`src/rtl/dfsel_pkg.sv`:
```
`timescale 1ns/1ps
package dfsel_pkg;

  // One clock's worth of decisions made by the routing control.
  typedef struct packed {
    logic route_a;  // forward head of A to the output FIFO
    logic route_b;  // forward head of B to the output FIFO
    logic drop_a;   // discard head of A against its debt
    logic drop_b;   // discard head of B against its debt
  } step_t;

  // Bits needed to hold a count from 0 up to and including lim.
  function automatic int cnt_bits(input int lim);
    return (lim < 1) ? 1 : $clog2(lim + 1);
  endfunction

endpackage

```
`src/rtl/dfsel_fifo.sv`:
```
`timescale 1ns/1ps
// Small synchronous FIFO, power-of-two depth, head visible without a pop.
module dfsel_fifo #(
  parameter int W     = 16,
  parameter int DEPTH = 4
) (
  input  logic         clk,
  input  logic         rst,
  input  logic         push,
  input  logic [W-1:0] push_data,
  input  logic         pop,
  output logic [W-1:0] head,
  output logic         empty,
  output logic         full
);
  localparam int AW = (DEPTH < 2) ? 1 : $clog2(DEPTH);
  localparam int CW = AW + 1;

  logic [W-1:0]  store [DEPTH];
  logic [AW-1:0] wr_ptr;
  logic [AW-1:0] rd_ptr;
  logic [CW-1:0] fill;

  logic do_push;
  logic do_pop;

  assign empty   = (fill == '0);
  assign full    = (fill == CW'(DEPTH));
  assign do_push = push && !full;
  assign do_pop  = pop && !empty;
  assign head    = store[rd_ptr];

  // Storage has no reset so it can map onto RAM.
  always_ff @(posedge clk) begin
    if (do_push) store[wr_ptr] <= push_data;
  end

  always_ff @(posedge clk) begin
    if (rst) begin
      wr_ptr <= '0;
      rd_ptr <= '0;
      fill   <= '0;
    end else begin
      if (do_push) wr_ptr <= wr_ptr + 1'b1;
      if (do_pop)  rd_ptr <= rd_ptr + 1'b1;
      case ({do_push, do_pop})
        2'b10:   fill <= fill + 1'b1;
        2'b01:   fill <= fill - 1'b1;
        default: fill <= fill;
      endcase
    end
  end

endmodule

```
`src/rtl/dfsel_debt.sv`:
```
`timescale 1ns/1ps
// Counts discards still owed by one input.
module dfsel_debt #(
  parameter int LIMIT = 5,
  parameter int CW    = 3
) (
  input  logic          clk,
  input  logic          rst,
  input  logic          incr,
  input  logic          decr,
  output logic [CW-1:0] count,
  output logic          clear,
  output logic          at_cap
);
  assign clear  = (count == '0);
  assign at_cap = (count == CW'(LIMIT));

  always_ff @(posedge clk) begin
    if (rst) begin
      count <= '0;
    end else begin
      // Simultaneous increment and decrement cancel out.
      case ({incr, decr})
        2'b10:   count <= count + 1'b1;
        2'b01:   count <= count - 1'b1;
        default: count <= count;
      endcase
    end
  end

endmodule

```
`src/rtl/dfsel_ctrl.sv`:
```
`timescale 1ns/1ps
// Routing and discard decisions. Lane 0 is A (select 1), lane 1 is B (select 0).
module dfsel_ctrl
  import dfsel_pkg::*;
(
  input  logic       sel_empty,
  input  logic       sel_head,
  input  logic       out_full,
  input  logic [1:0] lane_empty,
  input  logic [1:0] debt_clear,
  input  logic [1:0] debt_cap,
  output step_t      step
);
  logic can_emit;

  assign can_emit = !out_full && !sel_empty;

  always_comb begin
    step = '0;
    // Discards depend only on debt and presence, never on the output side.
    step.drop_a = !debt_clear[0] && !lane_empty[0];
    step.drop_b = !debt_clear[1] && !lane_empty[1];
    // A lane with outstanding debt holds older tokens at its head, so it
    // must not be routed; routing also creates debt on the other lane.
    step.route_a = can_emit && sel_head && !lane_empty[0] &&
                   debt_clear[0] && !debt_cap[1];
    step.route_b = can_emit && !sel_head && !lane_empty[1] &&
                   debt_clear[1] && !debt_cap[0];
  end

endmodule

```
`src/rtl/dfsel_node.sv`:
```
`timescale 1ns/1ps
module dfsel_node
  import dfsel_pkg::*;
#(
  parameter int DATA_W     = 16,
  parameter int FIFO_DEPTH = 4,
  parameter int OUT_DEPTH  = 4,
  parameter int OWE_LIMIT  = FIFO_DEPTH + 1
) (
  input  logic              clk,
  input  logic              rst,
  input  logic              sel_valid,
  input  logic              sel_bit,
  output logic              sel_ready,
  input  logic              a_valid,
  input  logic [DATA_W-1:0] a_data,
  output logic              a_ready,
  input  logic              b_valid,
  input  logic [DATA_W-1:0] b_data,
  output logic              b_ready,
  output logic              out_valid,
  output logic [DATA_W-1:0] out_data,
  input  logic              out_ready
);
  localparam int OWE_W = cnt_bits(OWE_LIMIT);

  // Select FIFO
  logic sel_head, sel_empty, sel_full, sel_pop;

  dfsel_fifo #(.W(1), .DEPTH(FIFO_DEPTH)) u_sel_q (
    .clk(clk), .rst(rst),
    .push(sel_valid), .push_data(sel_bit),
    .pop(sel_pop), .head(sel_head),
    .empty(sel_empty), .full(sel_full)
  );
  assign sel_ready = !sel_full;

  // Data lanes: index 0 is A, index 1 is B.
  logic              in_valid   [2];
  logic [DATA_W-1:0] in_data    [2];
  logic [DATA_W-1:0] lane_head  [2];
  logic [1:0]        lane_empty;
  logic [1:0]        lane_full;
  logic [1:0]        lane_pop;
  logic [1:0]        debt_incr;
  logic [1:0]        debt_decr;
  logic [1:0]        debt_clear;
  logic [1:0]        debt_cap;
  logic [OWE_W-1:0]  debt_cnt   [2];

  step_t step;

  assign in_valid[0] = a_valid;
  assign in_valid[1] = b_valid;
  assign in_data[0]  = a_data;
  assign in_data[1]  = b_data;

  // Per-lane pop and debt wiring: route from this lane or drop against its
  // debt; routing from the other lane adds a debt here.
  assign lane_pop[0]  = step.route_a || step.drop_a;
  assign lane_pop[1]  = step.route_b || step.drop_b;
  assign debt_incr[0] = step.route_b;
  assign debt_incr[1] = step.route_a;
  assign debt_decr[0] = step.drop_a;
  assign debt_decr[1] = step.drop_b;

  for (genvar g = 0; g < 2; g++) begin : g_lane
    dfsel_fifo #(.W(DATA_W), .DEPTH(FIFO_DEPTH)) u_q (
      .clk(clk), .rst(rst),
      .push(in_valid[g]), .push_data(in_data[g]),
      .pop(lane_pop[g]), .head(lane_head[g]),
      .empty(lane_empty[g]), .full(lane_full[g])
    );

    dfsel_debt #(.LIMIT(OWE_LIMIT), .CW(OWE_W)) u_debt (
      .clk(clk), .rst(rst),
      .incr(debt_incr[g]), .decr(debt_decr[g]),
      .count(debt_cnt[g]), .clear(debt_clear[g]), .at_cap(debt_cap[g])
    );
  end

  assign a_ready = !lane_full[0];
  assign b_ready = !lane_full[1];

  // Output FIFO
  logic              out_empty, out_full, out_push;
  logic [DATA_W-1:0] out_in;

  dfsel_ctrl u_ctrl (
    .sel_empty(sel_empty), .sel_head(sel_head), .out_full(out_full),
    .lane_empty(lane_empty), .debt_clear(debt_clear), .debt_cap(debt_cap),
    .step(step)
  );

  assign out_push = step.route_a || step.route_b;
  assign sel_pop  = out_push;
  assign out_in   = step.route_a ? lane_head[0] : lane_head[1];

  dfsel_fifo #(.W(DATA_W), .DEPTH(OUT_DEPTH)) u_out_q (
    .clk(clk), .rst(rst),
    .push(out_push), .push_data(out_in),
    .pop(out_ready), .head(out_data),
    .empty(out_empty), .full(out_full)
  );
  assign out_valid = !out_empty;

  // Named taps for the bound checker.
  logic             tap_route_a, tap_route_b;
  logic [OWE_W-1:0] tap_debt_a, tap_debt_b;
  assign tap_route_a = step.route_a;
  assign tap_route_b = step.route_b;
  assign tap_debt_a  = debt_cnt[0];
  assign tap_debt_b  = debt_cnt[1];

endmodule

```
`config.mk`:
```
export PLATFORM = sky130hd
export DESIGN_NAME = dfsel_node
export DESIGN_NICKNAME = d
export VERILOG_FILES = /design/src/rtl/dfsel_pkg.sv /design/src/rtl/dfsel_fifo.sv /design/src/rtl/dfsel_debt.sv /design/src/rtl/dfsel_ctrl.sv /design/src/rtl/dfsel_node.sv
export SDC_FILE = /design/constraint.sdc
export NUM_CORES = 1
export LEC_CHECK = 0
export BUFFER_PORTS_ARGS = -buffer_cell sky130_fd_sc_hd__buf_2
export CAP_MARGIN = 15
export CELL_PAD_IN_SITES_DETAIL_PLACEMENT = 1
export CELL_PAD_IN_SITES_GLOBAL_PLACEMENT = 1
export CORE_MARGIN = 2
export CORE_UTILIZATION = 38
export DETAILED_ROUTE_END_ITERATION = 10
export PLACE_DENSITY = 0.69
export SLEW_MARGIN = 20
export SYNTH_ARGS = -nofsm -noshare
export SYNTH_HDL_FRONTEND = slang
export SYNTH_SLANG_ARGS = --single-unit
```
`constraint.sdc`:
```
create_clock -name clk -period 2.7 [get_ports clk]
set_input_delay 0.54 -clock clk [delete_from_list [all_inputs] [get_ports clk]]
set_output_delay 0.54 -clock clk [all_outputs]
set_load 0.1 [all_outputs]
```
* Word level (Yosys, flattened, before mapping)
Memory sizes are Yosys's and may differ from the RTL's. A register that Yosys moved wholly into a read port is not among the register bits. Index checks and enable logic that the tools add are counted.
Word-level totals: register bits after elaboration 34, memory bits (writable) 196, input port bits 39, output and inout bits 20, logic and storage cells 126, memories kept 4
Memories:
- g_lane[0].u_q.store | words 4, bits a word 16, read ports 1, clocked after memory_dff 1, write ports 1, line dfsel_fifo.sv:19 | logic [W-1:0] store [DEPTH];
- g_lane[1].u_q.store | words 4, bits a word 16, read ports 1, clocked after memory_dff 1, write ports 1, line dfsel_fifo.sv:19
- u_out_q.store | words 4, bits a word 16, read ports 1, clocked after memory_dff 1, write ports 1, line dfsel_fifo.sv:19
- u_sel_q.store | words 4, bits a word 1, read ports 1, clocked after memory_dff 1, write ports 1, line dfsel_fifo.sv:19
Cells by class: $add $sub $neg 20, eq/ne operators 18, mux-type cells 23, reductions and logical operators 47
Operators by type and width (number):
- 3-bit case mux with 2 select lines | 6
- 1-bit logical AND | 19
- 3-bit by 1-bit adder with 3-bit output (second input constant) | 6
- 3-bit equality test (second input constant) | 6
- 3-bit logical NOT | 6
- 3-bit by 1-bit subtractor with 3-bit output (second input constant) | 6
- 2-bit by 1-bit adder with 2-bit output (second input constant) | 8
- 16-bit 2-to-1 mux | 1
- 2-bit 2-to-1 mux | 8
- 1-bit logical NOT | 13
- 2-bit by 1-bit equality test with 1-bit output (second input constant) | 6
- 2-bit equality test (second input constant) | 6
- 2-bit nonzero test | 6
- 1-bit 2-to-1 mux | 8
- 1-bit logical OR | 3

* Logic depth before layout (Yosys ltp)
depth after elaboration 11, gate-level depth with buffers 11, mapped depth without buffers 10

* Modules after synthesis
A second synthesis with hierarchy kept.
Unflattened totals: cell total of the unflattened synthesis 544, area, all modules 9739.3 sq um
By module, submodules not included:
- dfsel_fifo at g_lane[0].u_q ... | times used 3, cells an instance 138, area each 2821.5 sq um, sequential area each 2102.0 sq um
- dfsel_fifo at u_sel_q | times used 1, cells an instance 59, area each 618.1 sq um, sequential area each 300.3 sq um
- dfsel_debt | times used 2, cells an instance 20, area each 168.9 sq um, sequential area each 60.1 sq um
- dfsel_node | times used 1, cells an instance 25, area each 275.3 sq um, sequential area each 0.0 sq um
- dfsel_ctrl | times used 1, cells an instance 6, area each 43.8 sq um, sequential area each 0.0 sq um

* Least setup slack after synthesis
Ideal clock, no wire load.
path kind register to register, from reg u_sel_q.fill[0], to reg u_sel_q.fill[2], library setup time 0.070 ns, data arrival time 2.953 ns, data required time 2.630 ns, setup slack -0.323 ns, cell stages (with the launch flop) 11, buffers on the path 0, period minus slack after synthesis 3.023 ns, cells stage by stage dfxtp_1 > inv_1 > nand3_1 > and2_1 > inv_1 > ha_1 > inv_1 > fa_1 > xor2_1 > or3_1 > a21oi_1
Between the ends: elaborated cells on any way between the ends 22, classes of those cells add/sub: 2; eq/ne: 3; mux: 1; reduce/logical: 16
RTL lines:
- start, declared | line dfsel_fifo.sv:22 | logic [CW-1:0] fill;
- start signal, assigned | line dfsel_fifo.sv:47 | 2'b10: fill <= fill + 1'b1;
- start signal, assigned | line dfsel_fifo.sv:48 | 2'b01: fill <= fill - 1'b1;
- start signal, assigned | line dfsel_fifo.sv:49 | default: fill <= fill;
- 3-bit equality test (*) | line dfsel_fifo.sv:28 | assign full = (fill == CW'(DEPTH));
- 1-bit logical NOT (*)
- via sel_ready | line dfsel_node.sv:14 | output logic sel_ready,
- 1-bit logical AND (*) | line dfsel_fifo.sv:29 | assign do_push = push && !full;
- 2-bit by 1-bit equality test with 1-bit output or 2-bit equality test (tied branches) | line dfsel_fifo.sv:46 | case ({do_push, do_pop})
- 3-bit case mux with 2 select lines or 2-bit nonzero test (tied branches)
The timed path passes the listed nets; every way through them passes the cells marked *. A chain may end at the register's enable or synchronous reset.

==> summary.txt <==
CTS
  • Clock sinks: 238
  • CTS tree: done
  • Clk buf depth: 3
  • Hold buffer count at CTS: 0
  • Clock transition at path regs: 0.06 ns
  • H-tree depth: 1
  • Clock buffer count from CTS: 25
  • Worst skew pair latency: 0.53 ns
  • CTS root buf: clkbuf_16

Status
  • Status: completed

Placed design
  • Port buffer count: 58
  • Detail Placement HPWL: 12900 um
  • Setup WS pre-CTS: -0.0101 ns
  • GPL Wtd Cong: 0.719

STA
  • Fin Setup TNS: 0 ns
  • Final period util: 97.7%
  • Worst setup margin: 0.0626 ns
  • Worst Max-Slew Pin Slew: 0.499 ns
  • Setup violators final: 0
  • Final worst path period need: 2.64 ns
  • Final Hold Fails: 0
  • Slew margin rel.: 66.9%
  • Setup Skew: 0.0168 ns
  • Fmax: 379 MHz
  • RSZ-0062 raised after global routing: yes
  • Max-slew violations: 0

Yosys
  • FF+latch count, synth: 238
  • Register area share after synthesis: 71.0%
  • EDFF count, synth: 196
  • Async set-reset flop share out of synthesis: 0%
  • Syn_nets: 591
  • Average size of a mapped cell: 18.1 um2
  • Most used flip-flop cell after synthesis: edfxtp_1
  • Post-synth cell types: 36
  • Mapped cell area: 0.00947 mm2
  • Synthesis Warnings: 0
  • Post-Syn Instances: 524

Worst setup path
  • Crit path cell chain: mux4_2 > o31a_1 > nor2_2 > ha_2 > inv_1 > fa_2 > xor2_1 > or3_1 > a21oi_2
  • CP Capture Type: flip-flop
  • CP delay by family, top: multiplexers
  • R2R setup slack: 0.06 ns
  • Reg-to-Reg Start: u_sel_q.store[3]
  • CP required: 3.15 ns
  • Critical path depth: 9
  • Critical path buffers and inverters: 1
  • Worst setup SP type: flip-flop
  • Slowest CP cell: mux4_2
  • Crit path to: g_lane[1].u_q.fill[2]
  • Crit-path max FO: 4
  • CP max stage delay: 0.54 ns
  • Worst reg2reg path depth: 9
  • CP startpoint: u_sel_q.store[3]
  • Arr. time, crit path: 3.09 ns
  • WS Path Type: flip-flop to flip-flop
  • Worst r2r dst: g_lane[1].u_q.fill[2]

Detailed routing
  • Vias: 4749
  • DRT iter0 DRCs: 263
  • Routed Antenna Nets: 0
  • DRT Pass-1 Iters: 4
  • Drt total wl: 19100 um
  • Drt via density: 4.95
  • Routed len/inst: 19.9 um
  • DRC violations left: 0

Global routing
  • Number of antenna violations at the first check in global routing: 1
  • GRT Util Overall: 15.1%
  • Pin count of the biggest net entering global routing: 24
  • First-pass GRT wire length: 30400 um
  • GR Overflow Total: 0
  • Vias in the first global route: 5415

Final layout
  • Fill cells: 2393
  • Nets: 687
  • Layout overhead on the synthesized area: 17.5%
  • # diodes: 0
  • Share of layout cells above drive strength 1: 31.9%

Floorplan
  • Row cnt: 57
  • Initial Util: 38.8%
  • I/O pins: 59
  • Core Area: 0.0244 mm2
  • Die area: 0.0262 mm2
  • DIE WIDTH: 162 um
  • Die height: 162 um

Power
  • Leakage power: 0.00374 uW
  • Max VDD drop: 0.000622 V
  • PwrDens: 1080 mW/mm2

Job
  • Maxcap violations: 0

Min path
  • Min-Delay Path Class: primary input to flip-flop
## layout make-up
class                      count  area [um2]  share of cell area [%]
timing repair buffer          86         500                    4.50
inverter                      35         131                    1.18
clock buffer                  36         687                    6.17
clock inverter                 7        70.1                   0.630
sequential                   238        6730                    60.5
tap                          324         405                    3.64
multi-input combinational    234        2610                    23.4
## cells in the mapped netlist (2+ instances only)
master | number | area share (%)
a21oi_1 | 17 | 0.90
and2_1 | 8 | 0.53
and3_1 | 12 | 0.79
buf_1 | 3 | 0.12
buf_2 | 5 | 0.26
clkbuf_1 | 8 | 0.32
dfxtp_1 | 42 | 8.9
edfxtp_1 | 196 | 62
fa_1 | 6 | 1.3
ha_1 | 22 | 2.9
inv_1 | 35 | 1.4
mux2_2 | 18 | 2.1
mux4_2 | 49 | 12
nand2_1 | 8 | 0.32
nand3_1 | 3 | 0.16
nand3b_1 | 2 | 0.16
nor2_1 | 34 | 1.3
nor3_1 | 5 | 0.26
o21ai_0 | 7 | 0.37
or3_1 | 9 | 0.59
or4_1 | 2 | 0.16
xnor2_1 | 7 | 0.65
xor2_1 | 13 | 1.2
## how the worst min path moves through the flow
| stage | start | end | slack (ns) | cells past startpoint |
|---|---|---|---|---|
| global placement | g_lane[0].u_q.wr_ptr[1] | g_lane[0].u_q.wr_ptr[1] | 0.48 | 2 |
| CTS | a_data[13] | g_lane[0].u_q.store[3][13] | 0.20 | 1 |
| finish | a_data[12] | g_lane[0].u_q.store[0][12] | 0.23 | 1 |
| detailed placement | g_lane[1].u_q.rd_ptr[1] | g_lane[1].u_q.rd_ptr[1] | 0.50 | 2 |
| floorplan | g_lane[1].u_q.rd_ptr[1] | flip-flop | 0.45 | 2 |
| global route | a_data[13] | g_lane[0].u_q.store[1][13] | 0.21 | 1 |
## layer usage
layer / GRT usage, % / routed length [um] / vias to the layer above
met5: 0 / 16 / -
met4: 2.78 / 260 / 2
met3: 2.71 / 663 / 25
met2: 27.6 / 10300 / 87
met1: 18.9 / 7810 / 2451
li1: - / - / 2184
## through the flow
stage	hold slack, ns	power (uW)	util, %	cells	cell area, um2
after floorplan	0.455	7840	-	524	9490
after global placement	0.478	8610	42.2	913	10300
after detailed placement	0.498	8840	42.2	913	10300
after CTS	0.199	12100	45.3	956	11100
after global routing	0.206	12600	45.6	960	11100
final	0.229	12000	45.6	960	11100
## cells in the final DEF, fill, tap and decap left out, types with 9 or more instances in the layout
cell / n
clkbuf_1: 9
or3_1: 9
and3_1: 12
edfxtp_1: 196
mux2_2: 18
dfxtp_1: 40
mux4_2: 49
buf_2: 58
xor2_1: 13
inv_1: 35
ha_1: 20
nor2_1: 33
clkbuf_16: 25
a21oi_1: 15
buf_4: 28
## power breakdown
group | internal, uW | total [uW] | switching, uW
logic | 1400 | 3960 | 2560
clock network | 1860 | 3190 | 1330
registers | 4650 | 4840 | 199
## repair_timing
item,4_1_cts,5_1_grt
pin swaps,0,7
buffers inserted,0,4
gates resized for setup,2,10
endpoints found under the setup margin,1,5
## logic make-up after synthesis
logic type,after synthesis,synth area share (%)
xor+xnor,20,1.85
buf+inv,52,2.17
mux,68,13.9
flops,238,71.0
fa+ha+maj,28,4.17
simple gates,88,4.98
compound gates,30,1.94
## flip-flops by register name, indices dropped and copies added (netlist names), named ones only
| signal | flops |
|---|---|
| u_sel_q.store | 4 |
| g_lane.u_debt.count | 6 |
| g_lane.u_q.rd_ptr | 4 |
| g_lane.u_q.fill | 6 |
| u_sel_q.fill | 3 |
| u_out_q.wr_ptr | 2 |
| u_out_q.fill | 3 |
| g_lane.u_q.store | 128 |
| u_out_q.store | 64 |
| u_sel_q.rd_ptr | 2 |
| u_out_q.rd_ptr | 2 |
| g_lane.u_q.wr_ptr | 4 |
| u_sel_q.wr_ptr | 2 |
No activity file was read; power rests on OpenSTA's default activity.
